--- config.mk ---
export PLATFORM = sky130hd
export DESIGN_NAME = dma_addr_gen
export DESIGN_NICKNAME = d
export VERILOG_FILES = /design/src/rtl/dma_ag_pkg.sv /design/src/rtl/dma_ag_side.sv /design/src/rtl/dma_ag_count.sv /design/src/rtl/dma_addr_gen.sv
export SDC_FILE = /design/constraint.sdc
export NUM_CORES = 1
export LEC_CHECK = 0
export BUFFER_PORTS_ARGS = -buffer_cell sky130_fd_sc_hd__buf_4
export CAP_MARGIN = 20
export CORE_MARGIN = 3
export CORE_UTILIZATION = 40
export CTS_CLUSTER_SIZE = 25
export DETAILED_ROUTE_END_ITERATION = 16
export MAX_ROUTING_LAYER = met4
export PLACE_DENSITY_LB_ADDON = 0.2
export RECOVER_POWER = 100
export SYNTH_ARGS = -nofsm -noshare
export SYNTH_HDL_FRONTEND = slang
export SYNTH_SLANG_ARGS = --single-unit
--- constraint.sdc ---
create_clock -name clk -period 17.1 [get_ports clk]
set_input_delay 3.42 -clock clk [delete_from_list [all_inputs] [get_ports clk]]
set_output_delay 3.42 -clock clk [all_outputs]
set_load 0.02 [all_outputs]
--- src/rtl/dma_ag_pkg.sv ---
package dma_ag_pkg;
  typedef enum logic [1:0] {
    MODE_FIXED = 2'd0,
    MODE_SEQ   = 2'd1,
    MODE_STRD  = 2'd2
  } mode_t;

  localparam int SIDES   = 2;
  localparam int SIDE_RD = 0;
  localparam int SIDE_WR = 1;
endpackage

--- src/rtl/dma_ag_side.sv ---
module dma_ag_side
  import dma_ag_pkg::*;
#(
  parameter int AW  = 32,
  parameter int ECW = 16,
  parameter int IW  = 16
) (
  input  logic           clk,
  input  logic           rst,
  input  logic           load,
  input  logic [AW-1:0]  base,
  input  mode_t          mode,
  input  logic           size16,
  input  logic [IW-1:0]  eoff,
  input  logic [IW-1:0]  foff,
  input  logic [ECW-1:0] elem_cnt,
  input  logic           step,
  output logic [AW-1:0]  addr,
  output logic           frame_end
);
  localparam int XW = AW - IW;

  mode_t          mode_q;
  logic           size_q;
  logic [IW-1:0]  eoff_q;
  logic [IW-1:0]  foff_q;
  logic [ECW-1:0] ecnt_q;
  logic [ECW-1:0] pos_q;
  logic           last_elem;
  logic [AW-1:0]  delta;

  assign last_elem = (pos_q == ECW'(1));
  assign frame_end = step && last_elem;

  always_comb begin
    case (mode_q)
      MODE_SEQ:  delta = size_q ? AW'(2) : AW'(1);
      MODE_STRD: delta = last_elem ? {{XW{foff_q[IW-1]}}, foff_q}
                                   : {{XW{eoff_q[IW-1]}}, eoff_q};
      default:   delta = '0;
    endcase
  end

  always_ff @(posedge clk) begin
    if (rst) begin
      mode_q <= MODE_FIXED;
      size_q <= 1'b0;
      eoff_q <= '0;
      foff_q <= '0;
      ecnt_q <= '0;
      pos_q  <= '0;
      addr   <= '0;
    end else if (load) begin
      mode_q <= mode;
      size_q <= size16;
      eoff_q <= eoff;
      foff_q <= foff;
      ecnt_q <= elem_cnt;
      pos_q  <= elem_cnt;
      addr   <= base;
    end else if (step) begin
      addr  <= addr + delta;
      pos_q <= last_elem ? ecnt_q : pos_q - ECW'(1);
    end
  end
endmodule

--- src/rtl/dma_ag_count.sv ---
module dma_ag_count #(
  parameter int ECW = 16,
  parameter int FCW = 16
) (
  input  logic               clk,
  input  logic               rst,
  input  logic               load,
  input  logic [ECW-1:0]     elem_cnt,
  input  logic [FCW-1:0]     frame_cnt,
  input  logic               rd_step,
  input  logic               wr_frame_end,
  output logic [ECW+FCW-1:0] remaining,
  output logic               busy,
  output logic               frame_done,
  output logic               block_done
);
  localparam int CW = ECW + FCW;

  logic [FCW-1:0] frames_q;
  logic           empty_cfg;

  assign empty_cfg = (elem_cnt == '0) || (frame_cnt == '0);

  always_ff @(posedge clk) begin
    if (rst) begin
      remaining  <= '0;
      frames_q   <= '0;
      busy       <= 1'b0;
      frame_done <= 1'b0;
      block_done <= 1'b0;
    end else if (load) begin
      remaining  <= empty_cfg ? '0 : CW'(elem_cnt) * CW'(frame_cnt);
      frames_q   <= frame_cnt;
      busy       <= !empty_cfg;
      block_done <= empty_cfg;
      frame_done <= 1'b0;
    end else begin
      frame_done <= 1'b0;
      if (busy) begin
        if (rd_step) remaining <= remaining - CW'(1);
        if (wr_frame_end) begin
          frame_done <= 1'b1;
          frames_q   <= frames_q - FCW'(1);
          if (frames_q == FCW'(1)) begin
            busy       <= 1'b0;
            block_done <= 1'b1;
          end
        end
      end
    end
  end
endmodule

--- src/rtl/dma_addr_gen.sv ---
module dma_addr_gen
  import dma_ag_pkg::*;
#(
  parameter int AW  = 32,
  parameter int ECW = 16,
  parameter int FCW = 16,
  parameter int IW  = 16
) (
  input  logic               clk,
  input  logic               rst,
  input  logic               start,
  input  logic [AW-1:0]      cfg_src_addr,
  input  logic [AW-1:0]      cfg_dst_addr,
  input  logic [1:0]         cfg_src_mode,
  input  logic [1:0]         cfg_dst_mode,
  input  logic               cfg_rd_size,
  input  logic               cfg_wr_size,
  input  logic [ECW-1:0]     cfg_elem_cnt,
  input  logic [FCW-1:0]     cfg_frame_cnt,
  input  logic [IW-1:0]      cfg_src_eoff,
  input  logic [IW-1:0]      cfg_src_foff,
  input  logic [IW-1:0]      cfg_dst_eoff,
  input  logic [IW-1:0]      cfg_dst_foff,
  input  logic               rd_strobe,
  input  logic               wr_strobe,
  output logic [AW-1:0]      src_addr,
  output logic [AW-1:0]      dst_addr,
  output logic               rd_size,
  output logic               wr_size,
  output logic [ECW+FCW-1:0] remaining,
  output logic               frame_done,
  output logic               block_done,
  output logic               busy
);
  logic [AW-1:0] side_base [SIDES];
  mode_t         side_mode [SIDES];
  logic          side_size [SIDES];
  logic [IW-1:0] side_eoff [SIDES];
  logic [IW-1:0] side_foff [SIDES];
  logic          side_step [SIDES];
  logic [AW-1:0] side_addr [SIDES];
  logic          side_fend [SIDES];
  logic          rd_go;
  logic          wr_go;

  assign rd_go = rd_strobe && busy && !start && (remaining != '0);
  assign wr_go = wr_strobe && busy && !start;

  assign side_base[SIDE_RD] = cfg_src_addr;
  assign side_mode[SIDE_RD] = mode_t'(cfg_src_mode);
  assign side_size[SIDE_RD] = cfg_rd_size;
  assign side_eoff[SIDE_RD] = cfg_src_eoff;
  assign side_foff[SIDE_RD] = cfg_src_foff;
  assign side_step[SIDE_RD] = rd_go;
  assign side_base[SIDE_WR] = cfg_dst_addr;
  assign side_mode[SIDE_WR] = mode_t'(cfg_dst_mode);
  assign side_size[SIDE_WR] = cfg_wr_size;
  assign side_eoff[SIDE_WR] = cfg_dst_eoff;
  assign side_foff[SIDE_WR] = cfg_dst_foff;
  assign side_step[SIDE_WR] = wr_go;

  for (genvar g = 0; g < SIDES; g++) begin : g_side
    dma_ag_side #(.AW(AW), .ECW(ECW), .IW(IW)) u_side (
      .clk      (clk),
      .rst      (rst),
      .load     (start),
      .base     (side_base[g]),
      .mode     (side_mode[g]),
      .size16   (side_size[g]),
      .eoff     (side_eoff[g]),
      .foff     (side_foff[g]),
      .elem_cnt (cfg_elem_cnt),
      .step     (side_step[g]),
      .addr     (side_addr[g]),
      .frame_end(side_fend[g])
    );
  end

  assign src_addr = side_addr[SIDE_RD];
  assign dst_addr = side_addr[SIDE_WR];

  dma_ag_count #(.ECW(ECW), .FCW(FCW)) u_count (
    .clk         (clk),
    .rst         (rst),
    .load        (start),
    .elem_cnt    (cfg_elem_cnt),
    .frame_cnt   (cfg_frame_cnt),
    .rd_step     (rd_go),
    .wr_frame_end(side_fend[SIDE_WR]),
    .remaining   (remaining),
    .busy        (busy),
    .frame_done  (frame_done),
    .block_done  (block_done)
  );

  always_ff @(posedge clk) begin
    if (rst) begin
      rd_size <= 1'b0;
      wr_size <= 1'b0;
    end else if (start) begin
      rd_size <= cfg_rd_size;
      wr_size <= cfg_wr_size;
    end
  end
endmodule

==> metrics, run 1 <==
vias in the first global route=21,200; Worst Hold Class=flip-flop to flip-flop; core box area=56,700 um2; num rows=87; initial antenna violation count=2; CP max FO=79; port bufs=271; CTS root buf=clkbuf_16; setup TNS=0 ns; via count=21,100; WP data required=17.39 ns; Crit-path slowest cell=clkinvlp_2; Synth Warn #=0; share of layout cells above drive strength 1=8.23%; Post-synth EDFFs=0; Multi-input gate area=16,700 um2; cell internal pwr=2.08 mW; post_cts resized=0; Post-CTS Setup Bufs=0; Clock Skew=0.0178 ns; Mapped Nets=3,440; Worst-Skew Late Latency=0.56 ns; vias per inst=5.53; Die Footprint=60,600 um2; Netlist cell types=81; FF/Latch Area=4660 um2; Initial Util=40.7%; Final #Nets=3,585; Clock Sink Count=233; Post-CTS Hold Fix Bufs=0; DRT Pass-1 Iters=6; type of origin of the critical path=input port; WP buf/inv=3; Die H=246 um; status=complete, but fails checks; Cells after Synth=2,896; H-Tree Depth=1; final hold violations=0; flops & latches, synth=233; max_slew headroom=-161%; Overall Power=4.04 mW; RSZ-0062 raised after global routing=no; area grow syn2layout=13.3%; placer congestion estimate=0.920; CTS buffer count=27; Crit path arrival time=12.03 ns; Synth Cell Area=23,100 um2; switching power=1.96 mW; Peak VDD IR=0.245 mV; Setup Crit Path Kind=input port to flip-flop; number of setup violations in the final report=0; DRC violations left=0; Flop pwr share=16.2%; crit end category=flip-flop; Tightest Pin Transition=3.91 ns; Sw Share=48.5%; first-iteration detailed-routing DRC count=1,405; Ports=272; cell mode on critical path=nor2_1; dominant synthesized flop cell=dfxtp_1; Die Width=246 um; violations in the final reports=max-capacitance violations, max-slew violations; P per Cell Area=155 nW/um2; Seq/Total Area, Yosys=20.2%; combinational share of power=67.2%; Antenna Nets Post-Route=0; P_leak=12.0 nW; Max Fclk=85.2 MHz; Final min period=11.73 ns; hpwl dp=53.9 mm; final core utilization=46.1%; Total Routed Length=72.6 mm; WL per Instance=19.0 um; Tcrit/Tclk final=68.6%; Worst-path clk slew=0.06 ns; first-pass GRT wire length=115 mm; Syn Area/Cell=7.96 um2; CP delay by family, top=buffers and inverters; fillers=5,653; CTS tree=done; largest net degree at the start of global routing=154; Clk network pwr share=16.6%; CP Cell Sequence=clkbuf_1 -> clkinvlp_2 -> clkbuf_1 -> nand2_1 -> nor2_1 -> nand2_1 -> xor2_1 -> nor2_1 -> a21oi_1 -> nor2_1; grt ovf=0; clk buf depth=3; asr flop ratio synth=0%; slowest stage delay, CP=2.85 ns; GRT Total Usage=24.2%; max-cap violations=6; Final Max Slew Viols=382
-- tightest hold or removal path, delay by kind of cell, from the launching register on --
| family | cells | cell delay [ns] |
|---|---|---|
| flops | 1 | 0.31 |
| buf+inv | 1 | 0.06 |
| compound gates | 1 | 0.06 |
-- Yosys cell counts, types with 34 or more instances --
library cell / instances / area, um2
nand2_1: 384 / 1440
inv_1: 271 / 1020
a21oi_1: 261 / 1310
nor2_1: 247 / 927
dfxtp_1: 233 / 4660
fa_1: 196 / 3920
ha_1: 177 / 2210
clkbuf_1: 147 / 552
and2_1: 121 / 757
o21ai_0: 92 / 460
mux2i_1: 84 / 841
a21o_1: 63 / 473
xnor2_1: 59 / 517
nor3_1: 53 / 265
nand3_1: 49 / 245
a211oi_1: 36 / 270
a31oi_1: 36 / 225
xor2_1: 34 / 298
-- layout by cell type, fill, tap and decap left out, types with 7 or more instances in the layout --
cell type / count
nand4_1: 17
nor4_1: 24
clkbuf_16: 27
fa_1: 196
a211oi_1: 37
a22oi_1: 7
mux2i_1: 84
or3_1: 8
xor2_1: 34
nand3_1: 49
buf_4: 177
xnor2_1: 59
bufinv_16: 7
o221ai_1: 9
a21o_1: 63
and3_1: 21
o21bai_1: 9
o21ai_0: 93
clkbuf_1: 110
o22ai_1: 14
and4_1: 7
o21ai_1: 7
and2_1: 121
o211ai_1: 22
o31ai_1: 15
inv_1: 271
a31oi_1: 36
nor2b_1: 15
nand2b_1: 11
a21oi_1: 261
or4_1: 7
o211a_1: 15
o21a_1: 14
dfxtp_1: 233
nor2_1: 247
nor3_1: 53
a221oi_1: 10
ha_1: 177
nand2_1: 383
-- layout make-up --
class | count | area share [%]
clock buffers | 34 | 2.88
repair buffers | 287 | 6.77
well taps | 756 | 3.62
multi-input cells | 2220 | 63.9
diodes | 1 | 0.00958
flip-flops and latches | 233 | 17.9
inverters | 272 | 3.91
clock inverters | 16 | 1.05
-- cell families (layout without fill, tap and decap cells) --
| kind of cell | after synthesis | after routing | share of synthesized area (%) |
|---|---|---|---|
| other | 0 | 1 | 0 |
| adder cells (fa/ha/maj) | 373 | 373 | 26.6 |
| XOR/XNOR | 93 | 93 | 3.53 |
| buffers and inverters | 443 | 609 | 7.38 |
| AO/OA/AOI/OAI | 679 | 679 | 18.7 |
| AND/OR/NAND/NOR | 991 | 991 | 19.9 |
| multiplexers | 84 | 84 | 3.65 |
| flip-flops | 233 | 233 | 20.2 |
-- worst paths after layout --
check | startpoint | to | slack, ns | cells past startpoint
max reg2reg | g_side[0].u_side.pos_q[7] | g_side[0].u_side.addr[16] | 11.54 | 20
max | start | u_count.frames_q[2] | 5.37 | 10
min | u_count.block_done | u_count.block_done | 0.48 | 2
min reg2reg | u_count.block_done | u_count.block_done | 0.48 | 2
-- layer usage --
layer	GRT usage (%)	part of all wire (%)	vias up	wire, um
li1	-	-	10100	-
met1	33.0	46	10200	33500
met2	38.4	46	649	33100
met3	3.42	6.2	101	4490
met4	5.23	2.2	0	1600
met5	-	0	-	0
-- metrics by stage --
| step | cell area, um2 | setup slack (ns) | hold WS [ns] | cells |
|---|---|---|---|---|
| after floorplan | 23100 | 7.89 | 0.450 | 2896 |
| after detailed placement | 25500 | 7.66 | 0.472 | 3768 |
| final | 26100 | 5.37 | 0.483 | 3819 |
| after CTS | 26500 | 8.22 | 0.481 | 3818 |
| after global placement | 25500 | 7.73 | 0.448 | 3767 |
| after global routing | 26100 | 4.56 | 0.502 | 3819 |
-- power by group through the flow --
stage / sequential [mW] / clock (mW) / combinational (mW)
6_report: 0.656 / 0.672 / 2.72
5_1_grt: 0.662 / 0.708 / 3.03
4_1_cts: 0.655 / 0.687 / 2.73
3_5_place_dp: 0.666 / 0 / 2.69
3_3_place_gp: 0.666 / 0 / 2.68
2_1_floorplan: 0.681 / 0 / 1.88
-- sequential cells by signal, summed over array words and instances (netlist names), 2 cells and up --
signal,count
g_side.u_side.addr,64
u_count.frames_q,16
g_side.u_side.foff_q,32
g_side.u_side.size_q,2
g_side.u_side.eoff_q,32
g_side.u_side.pos_q,32
g_side.u_side.mode_q,4
g_side.u_side.ecnt_q,16
u_count.remaining,32
Note: power is estimated with default switching activity, not from simulation.
==> run 2: changes to the inputs <==
--- a/config.mk
+++ b/config.mk
@@ -5,6 +5,7 @@
 export SDC_FILE = /design/constraint.sdc
 export NUM_CORES = 1
 export LEC_CHECK = 0
+export ABC_AREA = 1
 export BUFFER_PORTS_ARGS = -buffer_cell sky130_fd_sc_hd__buf_4
 export CAP_MARGIN = 20
 export CORE_MARGIN = 3
==> constraint.sdc (replaced) <==
create_clock -name clk -period 10.5 [get_ports clk]
set_input_delay 2.1 -clock clk [delete_from_list [all_inputs] [get_ports clk]]
set_output_delay 2.1 -clock clk [all_outputs]
set_load 0.02 [all_outputs]
==> run 2 against run 1 <==
The flow still finishes with violations (max-capacitance violations, max-slew violations). Design area is 7.6% higher. Final cell count is 28% higher. Sequential power is 65% higher. Die area is 7.9% higher. Critical path type unchanged. Critical endpoint is now u_count.remaining[0]. Highest routed layer unchanged.
==> metrics, run 2 <==
Final #Nets=4,565; first-pass GRT wire length=133 mm; share of layout cells above drive strength 1=6.21%; cell internal pwr=3.26 mW; Clock Sink Count=233; core box area=61,000 um2; Netlist cell types=41; combinational share of power=68.4%; largest area contributor in the netlist=dfxtp_1; Die Footprint=65,400 um2; Cells after Synth=3,868; crit end category=flip-flop; CP delay by family, top=buffers and inverters; Crit-path slowest cell=clkbuf_1; Post-synth EDFFs=0; status=complete, but fails checks; Post-CTS Hold Fix Bufs=0; Tightest Pin Transition=4.04 ns; Reg2Reg Depth=12; FF/Latch Area=4660 um2; Initial Util=40.8%; Final Max Slew Viols=377; Tcrit/Tclk final=72.7%; placer congestion estimate=0.958; WP buf/inv=3; cell depth of the worst hold path=2; area grow syn2layout=12.8%; port bufs=271; Clock Skew=0.0363 ns; cell mode on critical path=clkbuf_1; Flop pwr share=15.8%; dominant synthesized flop cell=dfxtp_1; cell with the most instances after synthesis=nand2_1; via count=24,800; max_slew headroom=-169%; Post-Place Cell Area=27,500 um2; CP max FO=93; Syn Area/Cell=6.44 um2; post_cts resized=0; CTS root buf=clkbuf_16; Seq/Total Area, Yosys=18.7%; top area cells in the synthesized netlist=dfxtp_1 (19%), nand2_1 (16%), fa_1 (16%), inv_1 (9.7%), ha_1 (8.9%); slowest stage delay, CP=2.68 ns; most common cell after layout, fill and taps aside=nand2_1; Peak VDD IR=0.302 mV; P_leak=14.6 nW; hpwl dp=63.7 mm; WP data required=10.87 ns; Worst Hold Class=flip-flop to flip-flop; Min Hold Slack=0.464 ns; Die Width=256 um; CP Cell Sequence=buf_6 -> clkbuf_1 -> nor2_1 -> clkbuf_1 -> o21ai_0 -> a21oi_1; asr flop ratio synth=0%; Synth Cell Area=24,900 um2; final hold violations=0; RSZ-0062 raised after global routing=no; DRC violations left=0; Worst-Skew Late Latency=0.60 ns; clk buf depth=3; grt ovf=0; first-iteration detailed-routing DRC count=1,861; Ports=272; Multi-input gate area=17,200 um2; Max Fclk=131 MHz; vias per inst=5.08; GRT Total Usage=25.6%; WL per Instance=16.9 um; pre-CTS setup slack=3.10 ns; Reg with most FFs=g_side.u_side.addr; H-Tree Depth=1; CTS buffer count=30; max-cap violations=6; largest net degree at the start of global routing=94; Post-synth top cells=nand2_1 (1,059), inv_1 (645), nor2_1 (452); switching power=3.58 mW; vias in the first global route=24,600; Worst-path clk slew=0.07 ns; violations in the final reports=max-capacitance violations, max-slew violations; Mapped Nets=4,412; setup TNS=0 ns; flops & latches, synth=233; Clk network pwr share=15.8%; Sw Share=52.3%; number of setup violations in the final report=0; Synth Warn #=0; Crit. path cell count=6; Crit path arrival time=8.00 ns; Antenna Nets Post-Route=0; setup ws final=2.86 ns; type of origin of the critical path=input port; P per Cell Area=243 nW/um2; Synth top area share=18.7%; Setup Crit Path Kind=input port to flip-flop; Final min period=7.64 ns; Total Routed Length=82.6 mm; fillers=6,677; Post-CTS Setup Bufs=0; num rows=90; Die H=256 um; initial antenna violation count=4; final instance area=28,100 um2; CTS tree=done; most frequent cells in the layout=nand2_1 (1,059), inv_1 (643), nor2_1 (452), dfxtp_1 (233), a21oi_1 (215); DRT Pass-1 Iters=5; max FFs per register=64
run 2: changes by cell type in the layout (fill, tap and decap cells not counted), moves of 84 or more:
| cell | change |
|---|---|
| nand3_1 | +123 |
| o21ai_0 | +120 |
| nand2_1 | +676 |
| nor2_1 | +205 |
| and2_1 | -116 |
| inv_1 | +372 |
| mux2i_1 | -84 |
run 2: final timing paths:
| check | to | slack, ns | startpoint |
|---|---|---|---|
| max | u_count.remaining[0] | 2.86 | start |
| min | g_side[1].u_side.ecnt_q[7] | 0.46 | g_side[1].u_side.ecnt_q[7] |
| max reg2reg | u_count.remaining[21] | 5.79 | u_count.remaining[0] |
| min reg2reg | g_side[1].u_side.ecnt_q[7] | 0.46 | g_side[1].u_side.ecnt_q[7] |
run 2: layout make-up:
| class | count | share of cell area, % |
|---|---|---|
| inverter | 647 | 8.66 |
| clock buffer | 37 | 2.94 |
| multi-input combinational | 2825 | 61.2 |
| clock inverter | 19 | 0.730 |
| antenna | 4 | 0.0356 |
| tap | 828 | 3.69 |
| sequential | 233 | 16.6 |
| timing repair buffer | 284 | 6.16 |
run 2: stage by stage:
step | instances | util, % | power (mW)
after floorplan | 3868 | - | 4.36
after global placement | 4817 | 45.0 | 5.76
after CTS | 4873 | 46.7 | 6.89
after global routing | 4877 | 46.1 | 7.58
final | 4877 | 46.1 | 6.84
after detailed placement | 4817 | 45.0 | 5.75
run 2: kinds of logic after synthesis:
family                   after synthesis  synth area share [%]
adder cells (fa/ha/maj)              373                  24.6
flip-flops                           233                  18.7
AND/OR/NAND/NOR                     1833                  29.9
buffers and inverters                810                  12.3
AO/OA/AOI/OAI                        545                  11.9
XOR/XNOR                              74                  2.60
run 2: power groups by stage:
stage	sequential (mW)	combinational [mW]	clock, mW
2_1_floorplan	1.12	3.24	0
3_3_place_gp	1.10	4.66	0
3_5_place_dp	1.10	4.65	0
4_1_cts	1.08	4.70	1.11
5_1_grt	1.10	5.35	1.14
6_report	1.08	4.68	1.08
run 2: routing by layer:
metal | routed length, um | part of all wire (%) | GRT usage, % | vias up
met4 | 2180 | 2.6 | 6.40 | 0
met5 | 0 | 0 | - | -
met2 | 37000 | 45 | 40.6 | 702
met3 | 5290 | 6.4 | 4.01 | 115
li1 | - | - | - | 12400
met1 | 38100 | 46 | 34.4 | 11600
run 2: worst min-delay path, delay by kind of cell, from the launching register on:
| kind | cells | cell delay [ns] |
|---|---|---|
| flip-flops | 1 | 0.31 |
| AND/OR/NAND/NOR | 1 | 0.06 |
| AO/OA/AOI/OAI | 1 | 0.05 |
